**src/rtl/wram_port_pkg.sv**
```systemverilog
package wram_port_pkg;

  typedef enum logic [1:0] {
    SEL_DATA = 2'd0,
    SEL_LO   = 2'd1,
    SEL_MID  = 2'd2,
    SEL_HI   = 2'd3
  } regSel_e;

  typedef struct packed {
    logic ldLo;
    logic ldMid;
    logic ldHi;
    logic step;
    logic memRd;
    logic memWr;
    logic anyWr;
  } ctlStrobes_t;

endpackage

```
**src/rtl/wram_port_ctl.sv**
```systemverilog
module wram_port_ctl
  import wram_port_pkg::*;
(
  input  logic [1:0]  regSel,
  input  logic        regWr,
  input  logic        regRd,
  output ctlStrobes_t ctl
);

  logic wrEff;
  logic rdEff;
  logic selData;

  always_comb begin
    wrEff   = regWr;
    rdEff   = regRd & ~regWr;
    selData = (regSel == SEL_DATA);

    ctl       = '0;
    ctl.anyWr = wrEff;
    ctl.ldLo  = wrEff & (regSel == SEL_LO);
    ctl.ldMid = wrEff & (regSel == SEL_MID);
    ctl.ldHi  = wrEff & (regSel == SEL_HI);
    ctl.memWr = wrEff & selData;
    ctl.memRd = rdEff & selData;
    ctl.step  = (wrEff | rdEff) & selData;
  end

endmodule

```
**src/rtl/wram_port_dp.sv**
```systemverilog
module wram_port_dp
  import wram_port_pkg::*;
#(
  parameter int PTR_W  = 17,
  parameter int ADDR_W = 24,
  parameter int DATA_W = 8,
  parameter logic [ADDR_W-1:0] BANK_BASE = 24'h7E0000
) (
  input  logic              clk,
  input  logic              rst,
  input  ctlStrobes_t       ctl,
  input  logic [DATA_W-1:0] regWdata,
  input  logic [DATA_W-1:0] memRdata,
  output logic              memReq,
  output logic              memWe,
  output logic [ADDR_W-1:0] memAddr,
  output logic [DATA_W-1:0] memWdata,
  output logic [DATA_W-1:0] regRdata
);

  localparam int HI_LSB = 2 * DATA_W;
  localparam int HI_W   = PTR_W - HI_LSB;

  logic [PTR_W-1:0]  ptr;
  logic [PTR_W-1:0]  ptrNext;
  logic [DATA_W-1:0] busHold;

  always_comb begin
    ptrNext = ptr;
    if (ctl.ldLo)  ptrNext[DATA_W-1:0] = regWdata;
    if (ctl.ldMid) ptrNext[HI_LSB-1:DATA_W] = regWdata;
    if (ctl.ldHi)  ptrNext[PTR_W-1:HI_LSB] = regWdata[HI_W-1:0];
    if (ctl.step)  ptrNext = ptr + PTR_W'(1);
  end

  always_ff @(posedge clk) begin
    if (rst) begin
      ptr     <= '0;
      busHold <= '0;
    end else begin
      ptr <= ptrNext;
      if (ctl.anyWr)      busHold <= regWdata;
      else if (ctl.memRd) busHold <= memRdata;
    end
  end

  assign memReq   = ctl.memRd | ctl.memWr;
  assign memWe    = ctl.memWr;
  assign memAddr  = BANK_BASE | ADDR_W'(ptr);
  assign memWdata = regWdata;
  assign regRdata = ctl.memRd ? memRdata : busHold;


  step_advance_chk: assert property (@(posedge clk) disable iff (rst)
    ctl.step |=> ptr == PTR_W'($past(ptr) + PTR_W'(1)));


  step_wrap_chk: assert property (@(posedge clk) disable iff (rst)
    (ctl.step && ptr == {PTR_W{1'b1}}) |=> ptr == '0);


  lo_load_keep_chk: assert property (@(posedge clk) disable iff (rst)
    ctl.ldLo |=> ptr[PTR_W-1:DATA_W] == $past(ptr[PTR_W-1:DATA_W]));


  mid_load_keep_chk: assert property (@(posedge clk) disable iff (rst)
    ctl.ldMid |=> (ptr[DATA_W-1:0] == $past(ptr[DATA_W-1:0]))
               && (ptr[PTR_W-1:HI_LSB] == $past(ptr[PTR_W-1:HI_LSB])));


  hi_load_keep_chk: assert property (@(posedge clk) disable iff (rst)
    ctl.ldHi |=> ptr[HI_LSB-1:0] == $past(ptr[HI_LSB-1:0]));


  idle_hold_chk: assert property (@(posedge clk) disable iff (rst)
    !(ctl.step || ctl.ldLo || ctl.ldMid || ctl.ldHi) |=> $stable(ptr));


  addr_base_chk: assert property (@(posedge clk) disable iff (rst)
    memReq |-> (memAddr & ~BANK_BASE) == ADDR_W'(ptr) || BANK_BASE[PTR_W-1:0] != '0);

endmodule

```
**src/rtl/wram_port.sv**
```systemverilog
module wram_port
  import wram_port_pkg::*;
#(
  parameter int PTR_W  = 17,
  parameter int ADDR_W = 24,
  parameter int DATA_W = 8,
  parameter logic [ADDR_W-1:0] BANK_BASE = 24'h7E0000
) (
  input  logic              clk,
  input  logic              rst,
  input  logic [1:0]        regSel,
  input  logic              regWr,
  input  logic              regRd,
  input  logic [DATA_W-1:0] regWdata,
  output logic [DATA_W-1:0] regRdata,
  output logic              memReq,
  output logic              memWe,
  output logic [ADDR_W-1:0] memAddr,
  output logic [DATA_W-1:0] memWdata,
  input  logic [DATA_W-1:0] memRdata
);

  ctlStrobes_t ctl;

  wram_port_ctl u_ctl (
    .regSel (regSel),
    .regWr  (regWr),
    .regRd  (regRd),
    .ctl    (ctl)
  );

  wram_port_dp #(
    .PTR_W     (PTR_W),
    .ADDR_W    (ADDR_W),
    .DATA_W    (DATA_W),
    .BANK_BASE (BANK_BASE)
  ) u_dp (
    .clk      (clk),
    .rst      (rst),
    .ctl      (ctl),
    .regWdata (regWdata),
    .memRdata (memRdata),
    .memReq   (memReq),
    .memWe    (memWe),
    .memAddr  (memAddr),
    .memWdata (memWdata),
    .regRdata (regRdata)
  );


  dual_strobe_write_chk: assert property (@(posedge clk) disable iff (rst)
    (regWr && regRd && regSel == SEL_DATA) |-> memReq && memWe);


  idle_no_req_chk: assert property (@(posedge clk) disable iff (rst)
    (!regWr && !regRd) |-> !memReq);

endmodule

```
**config.mk**
```make
export PLATFORM = sky130hd
export DESIGN_NAME = wram_port
export DESIGN_NICKNAME = d
export VERILOG_FILES = /design/src/rtl/wram_port_pkg.sv /design/src/rtl/wram_port_ctl.sv /design/src/rtl/wram_port_dp.sv /design/src/rtl/wram_port.sv
export SDC_FILE = /design/constraint.sdc
export NUM_CORES = 1
export LEC_CHECK = 0
export BUFFER_PORTS_ARGS = -buffer_cell sky130_fd_sc_hd__buf_2
export CAP_MARGIN = 25
export CORE_ASPECT_RATIO = 1.4
export CORE_UTILIZATION = 51
export CTS_BUF_LIST = sky130_fd_sc_hd__clkbuf_8
export DETAILED_ROUTE_END_ITERATION = 16
export PLACE_DENSITY = 0.87
export RECOVER_POWER = 25
export SLEW_MARGIN = 20
export SYNTH_ARGS = -nofsm -noshare
export SYNTH_HDL_FRONTEND = slang
export SYNTH_SLANG_ARGS = --single-unit
export TNS_END_PERCENT = 1
```
**constraint.sdc**
```tcl
create_clock -name clk -period 2.2 [get_ports clk]
set_input_delay 0.22 -clock clk [delete_from_list [all_inputs] [get_ports clk]]
set_output_delay 0.22 -clock clk [all_outputs]
set_load 0.01 [all_outputs]
```
# Word level (Yosys, flattened, before mapping)
# Index checks and enable logic that the tools add are counted.
# Widths: inputs -> output; s select.
totals:
  ff_bits: 25
  in_bits: 22
  out_inout_bits: 42
  word_cells: 28
op_classes:
  n_addsub: 1
  n_eq_ne: 3
  mux: 6
  n_bitwise: 10
  n_reduce_logical: 4
op_table:
  columns: ["operator", "n"]
  rows:
  - ["$mux 8", 4]
  - ["$add 17x1->17 const B", 1]
  - ["$mux 17", 1]
  - ["$and 1x1->1", 7]
  - ["$reduce_bool 2->1", 3]
  - ["$eq 2x2->1 const B", 2]
  - ["$eq 2x1->1 const B", 1]
  - ["$logic_not 2->1", 1]
  - ["$or 1x1->1", 2]
  - ["$mux 1", 1]
  - ["$not 1->1", 1]

# Longest topological paths before layout
depth:
  depth_word: 5
  mapped_depth: 7

# Hierarchy
# From an unflattened synthesis, not the netlist that was laid out.
hier_totals:
  hier_cells: 202
  area_unflattened_um2: 1619.1
modules_own_cells:
  columns: ["module", "n_inst", "cells_per_inst", "area_per_inst_um2", "seq_area_each_um2"]
  rows:
  - ["wram_port_dp", 1, 192, 1557.7, 500.5]
  - ["wram_port_ctl", 1, 10, 61.3, 0.0]

# Worst setup path before layout
# OpenSTA, ideal clock, no wires.
synth_timing:
  path_kind: "flip-flop to flip-flop"
  from: "register u_dp.ptr[0]"
  to: "register u_dp.ptr[16]"
  arrival_time_ps: 1753
  required_ps: 2130
  setup_slack_ps: 376
  path_stages_with_launch: 6
  path_cell_list: "dfxtp_1 > ha_1 > nand3_1 > or4_4 > o41a_1 > a21oi_1"
synth_between:
  elab_chain_cells: 2
synth_rtl:
  columns: ["item", "line", "source"]
  rows:
  - ["start, declared", "wram_port_dp.sv:24", "logic [PTR_W-1:0] ptr;"]
  - ["start signal, assigned", "wram_port_dp.sv:41", "ptr <= ptrNext;"]
  - ["$add 17x1->17", "wram_port_dp.sv:33", "if (ctl.step) ptrNext = ptr + PTR_W'(1);"]
  - ["$mux 17", "wram_port_dp.sv:33", null]
# No other way between the ends.
# A chain may end at the register's enable or synchronous reset.

# Worst setup path in the final report
layout_timing:
  from: "register u_dp.ptr[4]"
  to: "register u_dp.ptr[16]"
# The elaborated chain is that of the path after synthesis.

==> out/summary.json <==
{
  "run_status": {"value": "finished clean"},
  "std_cell_rows": {"value": 24},
  "grt.overflow.total": {"value": 0},
  "postLayoutCellArea": {"value": 1940, "unit": "sq um"},
  "synth_enable_flop_cells": {"value": 0},
  "part_of_the_yosys_area_used_for_sequential_elements": {"value": 30.0, "unit": "%"},
  "yosysUniqueCellTypes": {"value": 47},
  "synthArstFlopShare": {"value": 0, "unit": "%"},
  "power.share.clock": {"value": 27.8, "unit": "%"},
  "share_of_synthesized_cell_area_in_and_or_nand_and_nor_gates": {"value": 27.5, "unit": "%"},
  "clkLatencyLatePin": {"value": 0.28, "unit": "ns"},
  "cts_tree": {"value": "built"},
  "worst-endpoint-arrival": {"value": 2.12, "unit": "ns"},
  "data_required_time_at_the_worst_endpoint": {"value": 2.42, "unit": "ns"},
  "power_leakage": {"value": 0.782, "unit": "nW"},
  "fill_cells": {"value": 317},
  "postPlaceCellArea": {"value": 1910, "unit": "sq um"},
  "wire_per_inst": {"value": 15.7, "unit": "um"},
  "worstRegToRegCells": {"value": 4},
  "hold_class": {"value": "in2reg"},
  "finalCritPeriodShare": {"value": 86.5, "unit": "%"},
  "syn_to_final_growth": {"value": 16.3, "unit": "%"},
  "synth.area.mux_share": {"value": 8.99, "unit": "%"},
  "clock_tree.htree_level_count": {"value": 1},
  "drive_above_1_share": {"value": 27.0, "unit": "%"},
  "sw_frac_of_total": {"value": 31.5, "unit": "%"},
  "post_synth_fa_ha_maj_area_fraction": {"value": 0.749, "unit": "%"},
  "max-clock-path-buffers": {"value": 2},
  "maxCapViolCount": {"value": 0},
  "period_needed": {"value": 1.90, "unit": "ns"},
  "nNetsFinal": {"value": 280},
  "setup.worst_path.end_class": {"value": "flip-flop"},
  "power_per_cell_area": {"value": 522, "unit": "nW/um^2"},
  "path_max_fanout": {"value": 9},
  "floorplan.initialDensity": {"value": 53.5, "unit": "%"},
  "synth_top_family_by_area": {"value": "simple AND/OR/NAND/NOR gates"},
  "place_hpwl": {"value": 3320, "unit": "um"},
  "final-max-slew-violation-count": {"value": 0},
  "post_placement_setup_slack": {"value": 0.393, "unit": "ns"},
  "port-buffer-count": {"value": 56},
  "synth_top_flop_cell": {"value": "sky130_fd_sc_hd__dfxtp_1"},
  "fp.coreArea": {"value": 3120, "unit": "sq um"},
  "drc": {"value": 0},
  "grt_pass1_wl": {"value": 7540, "unit": "um"},
  "die-width": {"value": 50.4, "unit": "um"},
  "final_util": {"value": 62.2, "unit": "%"},
  "die_height": {"value": 69.7, "unit": "um"},
  "power.ir.vdd_worst": {"value": 0.436, "unit": "mV"},
  "clock_sinks": {"value": 25},
  "grt_pass1_vias": {"value": 1618},
  "finClkSkew": {"value": 0.00820, "unit": "ns"},
  "final-setup-viol-count": {"value": 0},
  "post_syn_area_per_cell": {"value": 7.92, "unit": "sq um"},
  "final_hold_vios": {"value": 0},
  "synth-compound-area-share": {"value": 20.4, "unit": "%"},
  "cts_resized": {"value": 0},
  "gp_congestion": {"value": 0.880},
  "int_pwr": {"value": 0.694, "unit": "mW"},
  "syn_inst": {"value": 211},
  "total_detailed_routing_wirelength": {"value": 4640, "unit": "um"},
  "cts_setup_buffers": {"value": 0},
  "ctsRootBufferMaster": {"value": "sky130_fd_sc_hd__clkbuf_8"},
  "critPathKind": {"value": "reg2reg"},
  "switching_power": {"value": 0.319, "unit": "mW"},
  "vias": {"value": 1810},
  "rsz0062_at_grt": {"value": "no"},
  "cts_made_buffers": {"value": 3},
  "gr-usage-all-layers": {"value": 27.8, "unit": "%"},
  "finalWorstSetupSlack": {"value": 0.297, "unit": "ns"},
  "synthesis_stage_register_bit_count": {"value": 25},
  "start_kind": {"value": "flip-flop"},
  "detail_route.iter0.violations": {"value": 91},
  "hold_depth": {"value": 3},
  "maximum_clock_frequency": {"value": 0.526, "unit": "GHz"},
  "max_slew_margin": {"value": 59.6, "unit": "%"},
  "clk_transition_reported_paths": {"value": 0.09, "unit": "ns"},
  "setup_tns": {"value": 0, "unit": "ns"},
  "fin_hold_ws": {"value": 0.215, "unit": "ns"},
  "grt_antenna_before_repair": {"value": 0},
  "overall_die_area": {"value": 3510, "unit": "sq um"},
  "holdBufCountCts": {"value": 0},
  "power.share.sequential": {"value": 49.9, "unit": "%"},
  "grt_start_max_net_pins": {"value": 30},
  "drt-vias-per-instance": {"value": 6.14},
  "post_synthesis_instance_area": {"value": 1670, "unit": "sq um"},
  "insertedDiodeCount": {"value": 0},
  "post_synth_xor_area_fraction": {"value": 0.524, "unit": "%"},
  "worst_tran_pin_value": {"value": 0.602, "unit": "ns"},
  "io_pins": {"value": 64},
  "antenna_left": {"value": 0},
  "synth-warning-count": {"value": 0},
  "firstDrtPassIters": {"value": 4},
  "power.combinational.fraction": {"value": 22.4, "unit": "%"}
}
==> per-layer routing <==
layer	up-vias	GRT usage, %	share of wire, %
li1	851	-	-
met1	828	33.3	38
met2	120	47.7	51
met3	11	3.51	9.0
met4	0	13.0	2.3
met5	-	0	0
==> final timing paths <==
path / startpoint / to / slack [ns]
hold reg to reg: u_dp.ptr[3] / u_dp.ptr[3] / 0.53
setup reg to reg: u_dp.ptr[4] / u_dp.ptr[16] / 0.30
setup / recovery: u_dp.ptr[4] / u_dp.ptr[16] / 0.30
hold / removal: regWdata[4] / u_dp.ptr[12] / 0.21
==> cell usage after synthesis (2+ instances only) <==
cell type,count,area share [%]
sky130_fd_sc_hd__mux2_2,8,5.4
sky130_fd_sc_hd__and3_1,2,0.75
sky130_fd_sc_hd__conb_1,2,0.45
sky130_fd_sc_hd__nand4b_1,2,1.0
sky130_fd_sc_hd__buf_4,15,6.7
sky130_fd_sc_hd__and4_1,2,1.0
sky130_fd_sc_hd__clkbuf_1,11,2.5
sky130_fd_sc_hd__nand2_1,31,7.0
sky130_fd_sc_hd__nand4_1,4,1.5
sky130_fd_sc_hd__inv_1,4,0.90
sky130_fd_sc_hd__a21o_1,2,0.90
sky130_fd_sc_hd__clkinv_1,3,0.67
sky130_fd_sc_hd__nor2_1,4,0.90
sky130_fd_sc_hd__nor4_1,9,3.4
sky130_fd_sc_hd__or2_2,3,1.1
sky130_fd_sc_hd__a31oi_1,2,0.75
sky130_fd_sc_hd__nor3_1,9,2.7
sky130_fd_sc_hd__o21ai_0,5,1.5
sky130_fd_sc_hd__mux2i_1,6,3.6
sky130_fd_sc_hd__a211oi_1,3,1.3
sky130_fd_sc_hd__a32oi_1,4,2.1
sky130_fd_sc_hd__o32ai_1,3,1.6
sky130_fd_sc_hd__a21oi_1,19,5.7
sky130_fd_sc_hd__nand3_1,6,1.8
sky130_fd_sc_hd__o211ai_1,3,1.3
sky130_fd_sc_hd__a311oi_1,3,1.6
sky130_fd_sc_hd__buf_2,2,0.60
sky130_fd_sc_hd__dfxtp_1,25,30
==> flip-flops by register name (all words and copies together) (netlist names) <==
name	cells
u_dp.busHold	8
u_dp.ptr	17
==> cell usage in the layout, fill, tap and decap left out, drive strengths merged, types with 2 or more instances in the layout <==
master  count
a21oi      19
nor4        9
clkbuf     18
nand3       6
a31oi       2
o32ai       3
nor2        5
clkinv      4
and3        2
nand4b      2
mux2i       6
or4         2
a21o        2
a32oi       4
dfxtp      25
o21ai       5
nand2      31
nor4b       2
inv         4
nand4       5
or2         3
a211oi      3
buf        49
o211ai      3
a311oi      3
nor3        9
and4        2
mux2        8
conb        7
==> area by class of cell <==
cell class,count,area [sq um],area share [%]
well taps,39,48.8,2.51
flip-flops and latches,25,500,25.8
inverters,7,26.3,1.35
multi-input cells,156,998,51.4
clock inverters,1,5.00,0.258
clock buffers,3,41.3,2.13
repair buffers,64,322,16.6
==> worst max-delay path, cell delays in order (launching register included) <==
cell and delay, ns:
sky130_fd_sc_hd__dfxtp_1 0.49, sky130_fd_sc_hd__nand4_4 0.19, sky130_fd_sc_hd__or4_4 0.60, sky130_fd_sc_hd__o41a_1 0.41
sky130_fd_sc_hd__a21oi_1 0.14
==> power groups by stage <==
stage	registers, mW	clock network (mW)	logic [mW]
CTS	0.504	0.281	0.228
global route	0.508	0.296	0.248
detailed placement	0.514	0	0.227
finish	0.505	0.281	0.227
global placement	0.513	0	0.223
floorplan	0.519	0	0.150
==> stage by stage <==
stage,cells,total power [mW]
detailed placement,291,0.741
global route,295,1.05
finish,295,1.01
CTS,295,1.01
global placement,291,0.736
floorplan,216,0.669
==> logic make-up after synthesis <==
logic type | count (synthesis)
AO/OA/AOI/OAI | 51
XOR/XNOR | 1
adder cells (fa/ha/maj) | 1
buffers and inverters | 35
flip-flops | 25
multiplexers | 14
other | 2
AND/OR/NAND/NOR | 82
No activity file was read; power rests on OpenSTA's default activity.
